===== config.mk =====
export PLATFORM = sky130hd
export DESIGN_NAME = dual_result_shifter
export DESIGN_NICKNAME = d
export VERILOG_FILES = /design/src/rtl/dual_result_shifter.sv
export SDC_FILE = /design/constraint.sdc
export NUM_CORES = 1
export LEC_CHECK = 0
export ABC_AREA = 1
export ABC_CLOCK_PERIOD_IN_PS = 1500
export CAP_MARGIN = 20
export CORE_MARGIN = 3
export CORE_UTILIZATION = 57
export DETAILED_ROUTE_END_ITERATION = 10
export DONT_BUFFER_PORTS = 1
export GPL_TIMING_DRIVEN = 0
export MAX_ROUTING_LAYER = met4
export PLACE_DENSITY = 0.72
export SYNTH_ARGS = -nofsm -noshare
export SYNTH_HDL_FRONTEND = slang
export SYNTH_SLANG_ARGS = --single-unit

===== constraint.sdc =====
create_clock -name clk -period 1.5 [get_ports clk]
set_clock_uncertainty 0.05 [all_clocks]
set_input_delay 0.075 -clock clk [delete_from_list [all_inputs] [get_ports clk]]
set_output_delay 0.075 -clock clk [all_outputs]
set_load 0.01 [all_outputs]

===== src/rtl/dual_result_shifter.sv =====
module dual_result_shifter #(
  parameter int W   = 14,
  parameter int PAD = 2
) (
  input  logic         clk,
  input  logic         rst_n,
  input  logic         cs_n,
  input  logic         sclk,
  input  logic [W-1:0] res_a,
  input  logic [W-1:0] res_b,
  input  logic         res_valid,
  output logic         sd_a,
  output logic         sd_b,
  output logic         oe_a,
  output logic         oe_b
);

  localparam int HALF = W + PAD;
  localparam int FW   = 2 * HALF;
  localparam int CW   = $clog2(FW + 1);
  localparam logic [CW-1:0] LAST = CW'(FW - 1);

  logic          sclk_q, cs_q;
  logic [W-1:0]  hold_a, hold_b;
  logic [FW-1:0] sh_a, sh_b;
  logic [CW-1:0] cnt;
  logic          active;

  wire sclk_fall = sclk_q & ~sclk;
  wire cs_fall   = cs_q & ~cs_n;
  wire [W-1:0] cap_a = res_valid ? res_a : hold_a;
  wire [W-1:0] cap_b = res_valid ? res_b : hold_b;

  always_ff @(posedge clk) begin
    if (!rst_n) begin
      sclk_q <= 1'b1;
      cs_q   <= 1'b1;
      hold_a <= '0;
      hold_b <= '0;
    end else begin
      sclk_q <= sclk;
      cs_q   <= cs_n;
      if (res_valid) begin
        hold_a <= res_a;
        hold_b <= res_b;
      end
    end
  end

  always_ff @(posedge clk) begin
    if (!rst_n) begin
      sh_a   <= '0;
      sh_b   <= '0;
      cnt    <= '0;
      active <= 1'b0;
    end else if (cs_fall) begin
      sh_a   <= {PAD'(0), cap_a, PAD'(0), cap_b};
      sh_b   <= {PAD'(0), cap_b, PAD'(0), cap_a};
      cnt    <= '0;
      active <= 1'b1;
    end else if (cs_n) begin
      active <= 1'b0;
    end else if (active && sclk_fall) begin
      sh_a <= sh_a << 1;
      sh_b <= sh_b << 1;
      cnt  <= cnt + 1'b1;
      if (cnt == LAST) active <= 1'b0;
    end
  end

  assign oe_a = active & ~cs_n;
  assign oe_b = active & ~cs_n;
  assign sd_a = oe_a & sh_a[FW-1];
  assign sd_b = oe_b & sh_b[FW-1];

  a_r2_load: assert property (@(posedge clk) disable iff (!rst_n)
    cs_fall |=> active && cnt == '0);

  a_r4_shift: assert property (@(posedge clk) disable iff (!rst_n)
    (active && sclk_fall && !cs_n && !cs_fall) |=> sh_a == ($past(sh_a) << 1) && sh_b == ($past(sh_b) << 1));

  a_r8_frame_stable: assert property (@(posedge clk) disable iff (!rst_n)
    (active && !sclk_fall && !cs_fall) |=> $stable(sh_a) && $stable(sh_b));

  a_r6_end_of_frame: assert property (@(posedge clk) disable iff (!rst_n)
    (active && sclk_fall && !cs_n && !cs_fall && cnt == LAST) |=> !oe_a && !oe_b);

  a_r6_stay_idle: assert property (@(posedge clk) disable iff (!rst_n)
    (!active && !cs_fall) |=> !active);

  a_r10_no_count_idle: assert property (@(posedge clk) disable iff (!rst_n)
    (!active && !cs_fall) |=> $stable(cnt));

endmodule


==> Flow_metrics.wiki, run 1 <==
{| class="wikitable"
! Metric !! Value
|-
| Pin count of the biggest net entering global routing || 18
|-
| Residual overflow from global routing || 0
|-
| Setup repair after global routing missed its margin || true
|-
| Top achievable clock speed || between 600 and 700 MHz
|-
| Endpoint kind of the worst setup timing path || flop
|-
| Number of ports placed on the die boundary || 37
|-
| Number of buffers created by CTS || 9
|-
| Part of the power in combinational logic || 0.141
|-
| ANT nets after route || 0
|-
| Total power divided by cell area || between 900 and 1000 nW/um^2
|-
| Synthesis-to-finish area growth || 14.8%
|-
| CP Launch Type || flop
|-
| Fill cell total of the finished layout || just over 700
|-
| Via density per instance || approximately 5.0
|-
| Die X || 98.9 um
|-
| Worst-skew pair later-pin latency || roughly 370 ps
|-
| Highest ir drop seen on vdd || ~0.67 mV
|-
| Inserted Diodes || 0
|-
| Classification of the worst setup path || reg2reg
|-
| Share of layout cells above drive strength 1 || 0.0821
|-
| Part of the Yosys area used for sequential elements || 0.411
|-
| Endpoint arrival time on the critical path || approximately 1700 ps
|-
| Flip-flop cell with the highest count after synthesis || dfxtp_1
|-
| Final net count || about 860
|-
| Syn nets || 813
|-
| Largest fanout on the critical path || 10
|-
| Biggest area consumer among synthesized cells || dfxtp_1
|-
| Sequential Area || slightly above 2000 sq um
|-
| Switching share of power || 0.287
|-
| Mean Syn Cell Area || 6.32 sq um
|-
| Yosys top cell area share || 0.411
|-
| Number of flops mapped to enable cells by yosys || 0
|-
| Total die area || approximately 9800 sq um
|-
| Required @ worst endpoint || roughly 1800 ps
|-
| Number of synthesized register bits || between 100 and 150
|-
| Port buffer count || 0
|-
| Post-synth ARST share || 0
|-
| Detailed Routing Iterations Pass 1 || 5
|-
| Total via count after detailed routing || 4680
|-
| Detailed Route WL || between 10000 and 15000 um
|-
| Path class of the lowest-slack min-delay path || in2reg
|-
| Count of yosys warnings during synthesis || 0
|-
| Most frequent cell after synthesis || inv_1
|-
| Transition time at the pin with the least slew margin || 650 ps
|-
| Number of global-route vias before repair || 4293
|-
| Starting density of the core || 0.593
|-
| Final cycle utilization of the critical path || 0.966
|-
| Die extent in y || ~99 um
|-
| Top cells by area in the synthesized netlist || dfxtp_1, inv_1, nand2_1
|-
| Final Instance Area || 5650 sq um
|-
| Clock edge transition at the registers on the reported setup and hold paths || about 100 ps
|-
| CTS Sinks || about 100
|-
| Hold Slack || approximately 16 ps
|-
| LEAKAGE || about 0.0025 uW
|-
| Number of buffers on the longest clock path || 2
|-
| Count of final setup violators || 0
|-
| Number of distinct library cells after synthesis || 23
|-
| Std cell rows || 33
|-
| Total internal power || 3700 uW
|-
| Final count of hold timing violations || 0
|-
| Gate Count Post-Synth || around 780
|-
| Max-slew headroom || 0.567
|-
| CTS tree || done
|-
| Routed wire per std cell || around 14 um
|-
| Outcome || finished clean
|-
| Seq pwr share || 0.549
|-
| Placeable core region || ~8300 sq um
|-
| First-pass GRT wire length || just over 20000 um
|-
| Total area of multi-input combinational cells || around 2000 sq um
|-
| All-layer global routing usage || 0.263
|-
| Number of design-rule violations left by the first detailed-router iteration || 286
|-
| # Max-Cap Violations || 0
|-
| Switching power summed over all nets || approximately 1500 uW
|-
| Level count of the clock H-tree || 3
|-
| DP Area || 5050 sq um
|-
| Number of antenna violations at the first check in global routing || 0
|-
| Max Slew Vio Count || 0
|-
| Number of remaining DRC errors || 0
|-
| Master cell of the clock root buffer || clkbuf_8
|-
| Cell area after synthesis || about 4900 sq um
|-
| Final estimated routing congestion in global placement || about 0.94
|-
| Final period demand of the worst path || between 1000 and 1500 ps
|-
| Hpwl dp || around 8500 um
|-
| Most numerous cell types in the synthesized netlist || inv_1, nand2_1, nor2_1
|-
| Clock power share || 0.310
|}
metal layers:
metal / GRT usage / up-vias / share of wire
li1: - / 2401 / -
met1: 0.336 / 2125 / 0.45
met3: 0.0495 / 17 / 0.055
met4: 0.0599 / 0 / 0.014
met5: - / - / 0
met2: 0.433 / 137 / 0.48
flip-flops by register name, indices dropped and copies added, names as in the netlist:
signal	cells
sh_a	32
hold_a	14
cnt	6
hold_b	14
sh_b	32
cs_q	1
active	1
sclk_q	1
worst max-delay path: stages (launching register included):
cell      delay (ps)
dfxtp_1          320
nand2_1          110
nor2_2            70
nand2_2           80
clkbuf_1         400
nand3_1          170
a21oi_1          180
placed cells by master, fill, tap and decap left out, types with 8 or more instances in the layout:
cell type        n
inv_1          163
buf_4           13
dlygate4sd3_1   29
nor2_1         132
nand3_1         79
o21ai_0         25
a21oi_1         47
dfxtp_1        100
buf_6            8
clkbuf_1        12
clkbuf_8         9
nand2_1        156
o21ai_1         11
buf_2           11
cell type report:
| class | count | area share |
|---|---|---|
| inverter | 167 | 0.111 |
| multi-input combinational | 465 | 0.360 |
| clock inverter | 6 | 0.00820 |
| buffer | 47 | 0.0587 |
| timing repair buffer | 32 | 0.0580 |
| sequential | 101 | 0.358 |
| tap | 105 | 0.0233 |
| clock buffer | 10 | 0.0226 |
cells by family (layout without fill, tap and decap cells):
group | after synthesis | after routing | synth area share
AO/OA/AOI/OAI | 84 | 84 | 0.0859
AND/OR/NAND/NOR | 379 | 380 | 0.317
adder cells (fa/ha/maj) | 1 | 1 | 0.00254
buffers and inverters | 214 | 262 | 0.184
flip-flops | 101 | 101 | 0.411
power groups by stage:
| stage | logic (uW) | registers (uW) | clock network [uW] |
|---|---|---|---|
| floorplan | 467 | 2900 | 0 |
| global placement | 601 | 2910 | 0 |
| detailed placement | 613 | 2910 | 0 |
| CTS | 677 | 2850 | 1630 |
| global route | 820 | 2860 | 1740 |
| finish | 734 | 2850 | 1610 |
final timing paths:
| kind | slack, ps | start | cells past startpoint | endpoint |
|---|---|---|---|---|
| worst min-delay path | 20 | res_a[5] | 4 | hold_a[5] |
| worst max register to register | 50 | active | 6 | sh_a[27] |
| worst max-delay path | 50 | active | 6 | sh_a[27] |
| worst min register to register | 410 | sh_a[31] | 2 | sh_a[31] |
metrics by stage:
step | util | total power, uW | cells | setup slack, ps | setup TNS [ps]
after floorplan | - | 3370 | 779 | 254 | 0
after global placement | 0.609 | 3510 | 884 | 52.8 | 0
after detailed placement | 0.609 | 3520 | 884 | 19.3 | 0
after CTS | 0.665 | 5160 | 929 | 17.9 | 0
after global routing | 0.681 | 5420 | 933 | -33.6 | -162
final | 0.681 | 5190 | 933 | 51.1 | 0
what timing repair did:
| action | 4_1_cts | 5_1_grt |
|---|---|---|
| setup endpoints to repair | 0 | 61 |
| buffers inserted | 0 | 1 |
| hold buffers | 29 | 0 |
| gates resized for setup | 0 | 27 |
| hold endpoints to repair | 37 | 0 |
Note: power is estimated with default switching activity, not from simulation.
==> run 2, diff against run 1 <==
--- a/config.mk
+++ b/config.mk
@@ -14,7 +14,7 @@
 export DONT_BUFFER_PORTS = 1
 export GPL_TIMING_DRIVEN = 0
 export MAX_ROUTING_LAYER = met4
-export PLACE_DENSITY = 0.72
+export PLACE_DENSITY = 0.75
 export SYNTH_ARGS = -nofsm -noshare
 export SYNTH_HDL_FRONTEND = slang
 export SYNTH_SLANG_ARGS = --single-unit
==> run 2 against run 1 <==
Power is 3.4% higher. Via count rose by 2.5%. Sequential power is essentially flat. Maximum frequency shrank 0.66%. Design area rose by 1.4%. Utilization is 0.96 points higher. Global-route usage up 1.6 points. Register-to-register slack about the same. Largest cell class unchanged. Highest routed layer unchanged.
==> Flow_metrics.wiki, run 2 (same netlist as run 1, synthesis figures left out) <==
{| class="wikitable"
! Metric !! Value
|-
| Inserted Diodes || 0
|-
| Levels on crit path || 9
|-
| Switching share of power || 0.272
|-
| Hpwl dp || around 8900 um
|-
| Fill cell total of the finished layout || 713
|-
| Number of ports placed on the die boundary || 37
|-
| Total area of multi-input combinational cells || about 2000 sq um
|-
| Die extent in y || just under 100 um
|-
| ANT nets after route || 0
|-
| Routed wire per std cell || roughly 14 um
|-
| Number of design-rule violations left by the first detailed-router iteration || 369
|-
| Final net count || 859
|-
| LEAKAGE || roughly 0.0025 uW
|-
| Worst-skew pair later-pin latency || 370 ps
|-
| Largest regs || sh_a: 32 flops, sh_b: 32 flops
|-
| Switching power summed over all nets || about 1500 uW
|-
| Std cell rows || 33
|-
| Top library cells by usage in the layout, fill and taps aside || inv_1, nand2_1, nor2_1, dfxtp_1, nand3_1
|-
| Total power divided by cell area || between 900 and 1000 nW/um^2
|-
| Setup repair after global routing missed its margin || true
|-
| Worst R2R Path Depth || 9
|-
| Accumulated negative setup slack || 0 ps
|-
| Via density per instance || around 5
|-
| Port buffer count || 0
|-
| Total via count after detailed routing || about 4800
|-
| CTS tree || done
|-
| Crit path buffers/inverters || 6
|-
| CP Launch Type || flop
|-
| Max-slew headroom || 0.653
|-
| Leading cell type in the layout, fill and taps excluded || inv_1
|-
| Master cell of the clock root buffer || clkbuf_8
|-
| Number of antenna violations at the first check in global routing || 0
|-
| Required @ worst endpoint || approximately 1700 ps
|-
| Crit path max-delay cell type || dfxtp_2
|-
| Outcome || finished clean
|-
| CTS Sinks || a little over 100
|-
| Overall Power || approximately 5400 uW
|-
| Part of the power in combinational logic || 0.141
|-
| Hold Slack || 30.7 ps
|-
| # Max-Cap Violations || 0
|-
| Number of buffers on the longest clock path || 2
|-
| Final period demand of the worst path || roughly 1500 ps
|-
| Largest fanout on the critical path || 10
|-
| Critical-path cell list || buf_6, inv_2, nor2_4, buf_12, inv_2, buf_8, buf_8, nand3_1, a21oi_1
|-
| Synthesis-to-finish area growth || 16.4%
|-
| Max Slew Vio Count || 0
|-
| Total internal power || just under 4000 uW
|-
| Cell count after placement || 884
|-
| Number of remaining DRC errors || 0
|-
| First-pass GRT wire length || roughly 21000 um
|-
| Placeable core region || between 8000 and 9000 sq um
|-
| Seq pwr share || 0.531
|-
| All-layer global routing usage || 0.279
|-
| Residual overflow from global routing || 0
|-
| Core occupancy in the finished layout || 0.690
|-
| Number of global-route vias before repair || approximately 4600
|-
| Classification of the worst setup path || reg2reg
|-
| Starting density of the core || 0.593
|-
| Final estimated routing congestion in global placement || 0.908
|-
| Final cycle utilization of the critical path || 0.972
|-
| Endpoint arrival time on the critical path || between 1500 and 2000 ps
|-
| Hold Path Depth || 4
|-
| Count of final setup violators || 0
|-
| Worst path max stage delay || roughly 330 ps
|-
| Endpoint kind of the worst setup timing path || flop
|-
| Path class of the lowest-slack min-delay path || in2reg
|-
| Pin count of the biggest net entering global routing || 17
|-
| GR peak layer || met2
|-
| Top achievable clock speed || ~690 MHz
|-
| Detailed Routing Iterations Pass 1 || 5
|-
| Clock power share || 0.328
|-
| Die X || 98.9 um
|-
| Clock edge transition at the registers on the reported setup and hold paths || roughly 90 ps
|-
| Grt met3 use || 0.0510
|-
| Highest ir drop seen on vdd || 0.554 mV
|-
| GR Util met2 || 0.468
|-
| Level count of the clock H-tree || 3
|-
| Worst path top cell family by delay || buffers and inverters
|-
| Met1 Use GR || 0.336
|-
| Final count of hold timing violations || 0
|-
| Transition time at the pin with the least slew margin || around 520 ps
|-
| Sequential Area || just over 2000 sq um
|-
| Non-filler instance count after layout || a little over 900
|-
| Detailed Route WL || 13000 um
|-
| Total die area || between 9000 and 10000 sq um
|-
| Number of buffers created by CTS || 9
|-
| Share of layout cells above drive strength 1 || 0.0977
|}
-- run 2: cell count changes in the layout (fill, tap and decap cells not counted), sizes merged --
cell / previous run / this run
clkinvlp: 2 / 1
clkbuf: 25 / 26
inv: 170 / 168
bufinv: 0 / 1
buf: 35 / 36
clkinv: 1 / 2
-- run 2: stage by stage --
stage	area (sq um)	setup slack, ps
after floorplan	4920	254
after global placement	5050	71.9
after detailed placement	5050	37.8
after CTS	5540	12.4
after global routing	5730	-7.25
final	5730	41.5
-- run 2: what timing repair did --
item | in CTS | in global routing
hold endpoints to repair | 38 | 0
gates resized for setup | 0 | 46
buffers inserted | 0 | 3
hold buffers | 29 | 0
endpoints found under the setup margin | 0 | 63
-- run 2: worst min-delay path: stages --
cell and delay [ps]:
nand2_1 40, o21ai_0 150, inv_1 100, nor2_1 40
-- run 2: routing by layer --
layer,vias to the layer above,share of wire
met5,-,0
met2,168,0.48
met1,2193,0.43
met3,26,0.065
li1,2408,-
met4,0,0.023
-- run 2: power by group through the flow --
| stage | registers (uW) | clock network, uW | logic (uW) |
|---|---|---|---|
| after floorplan | 2900 | 0 | 467 |
| after global placement | 2900 | 0 | 598 |
| after detailed placement | 2910 | 0 | 619 |
| after CTS | 2850 | 1780 | 683 |
| after global routing | 2860 | 1880 | 851 |
| final | 2850 | 1760 | 760 |
-- run 2: worst paths after layout --
check	from	endpoint	slack, ps
max	cs_q	sh_b[10]	40
min	res_a[5]	hold_a[5]	30
max reg2reg	cs_q	sh_b[10]	40
min reg2reg	sh_b[30]	sh_b[31]	410
-- run 2: final cells by class --
cell class	count	share of cell area
Timing Repair Buffer	34	0.0627
Multi-Input combinational cell	465	0.358
Sequential cell	101	0.353
Buffer	47	0.0594
Tap cell	105	0.0229
Clock buffer	10	0.0240
Clock inverter	5	0.0105
Inverter	167	0.109
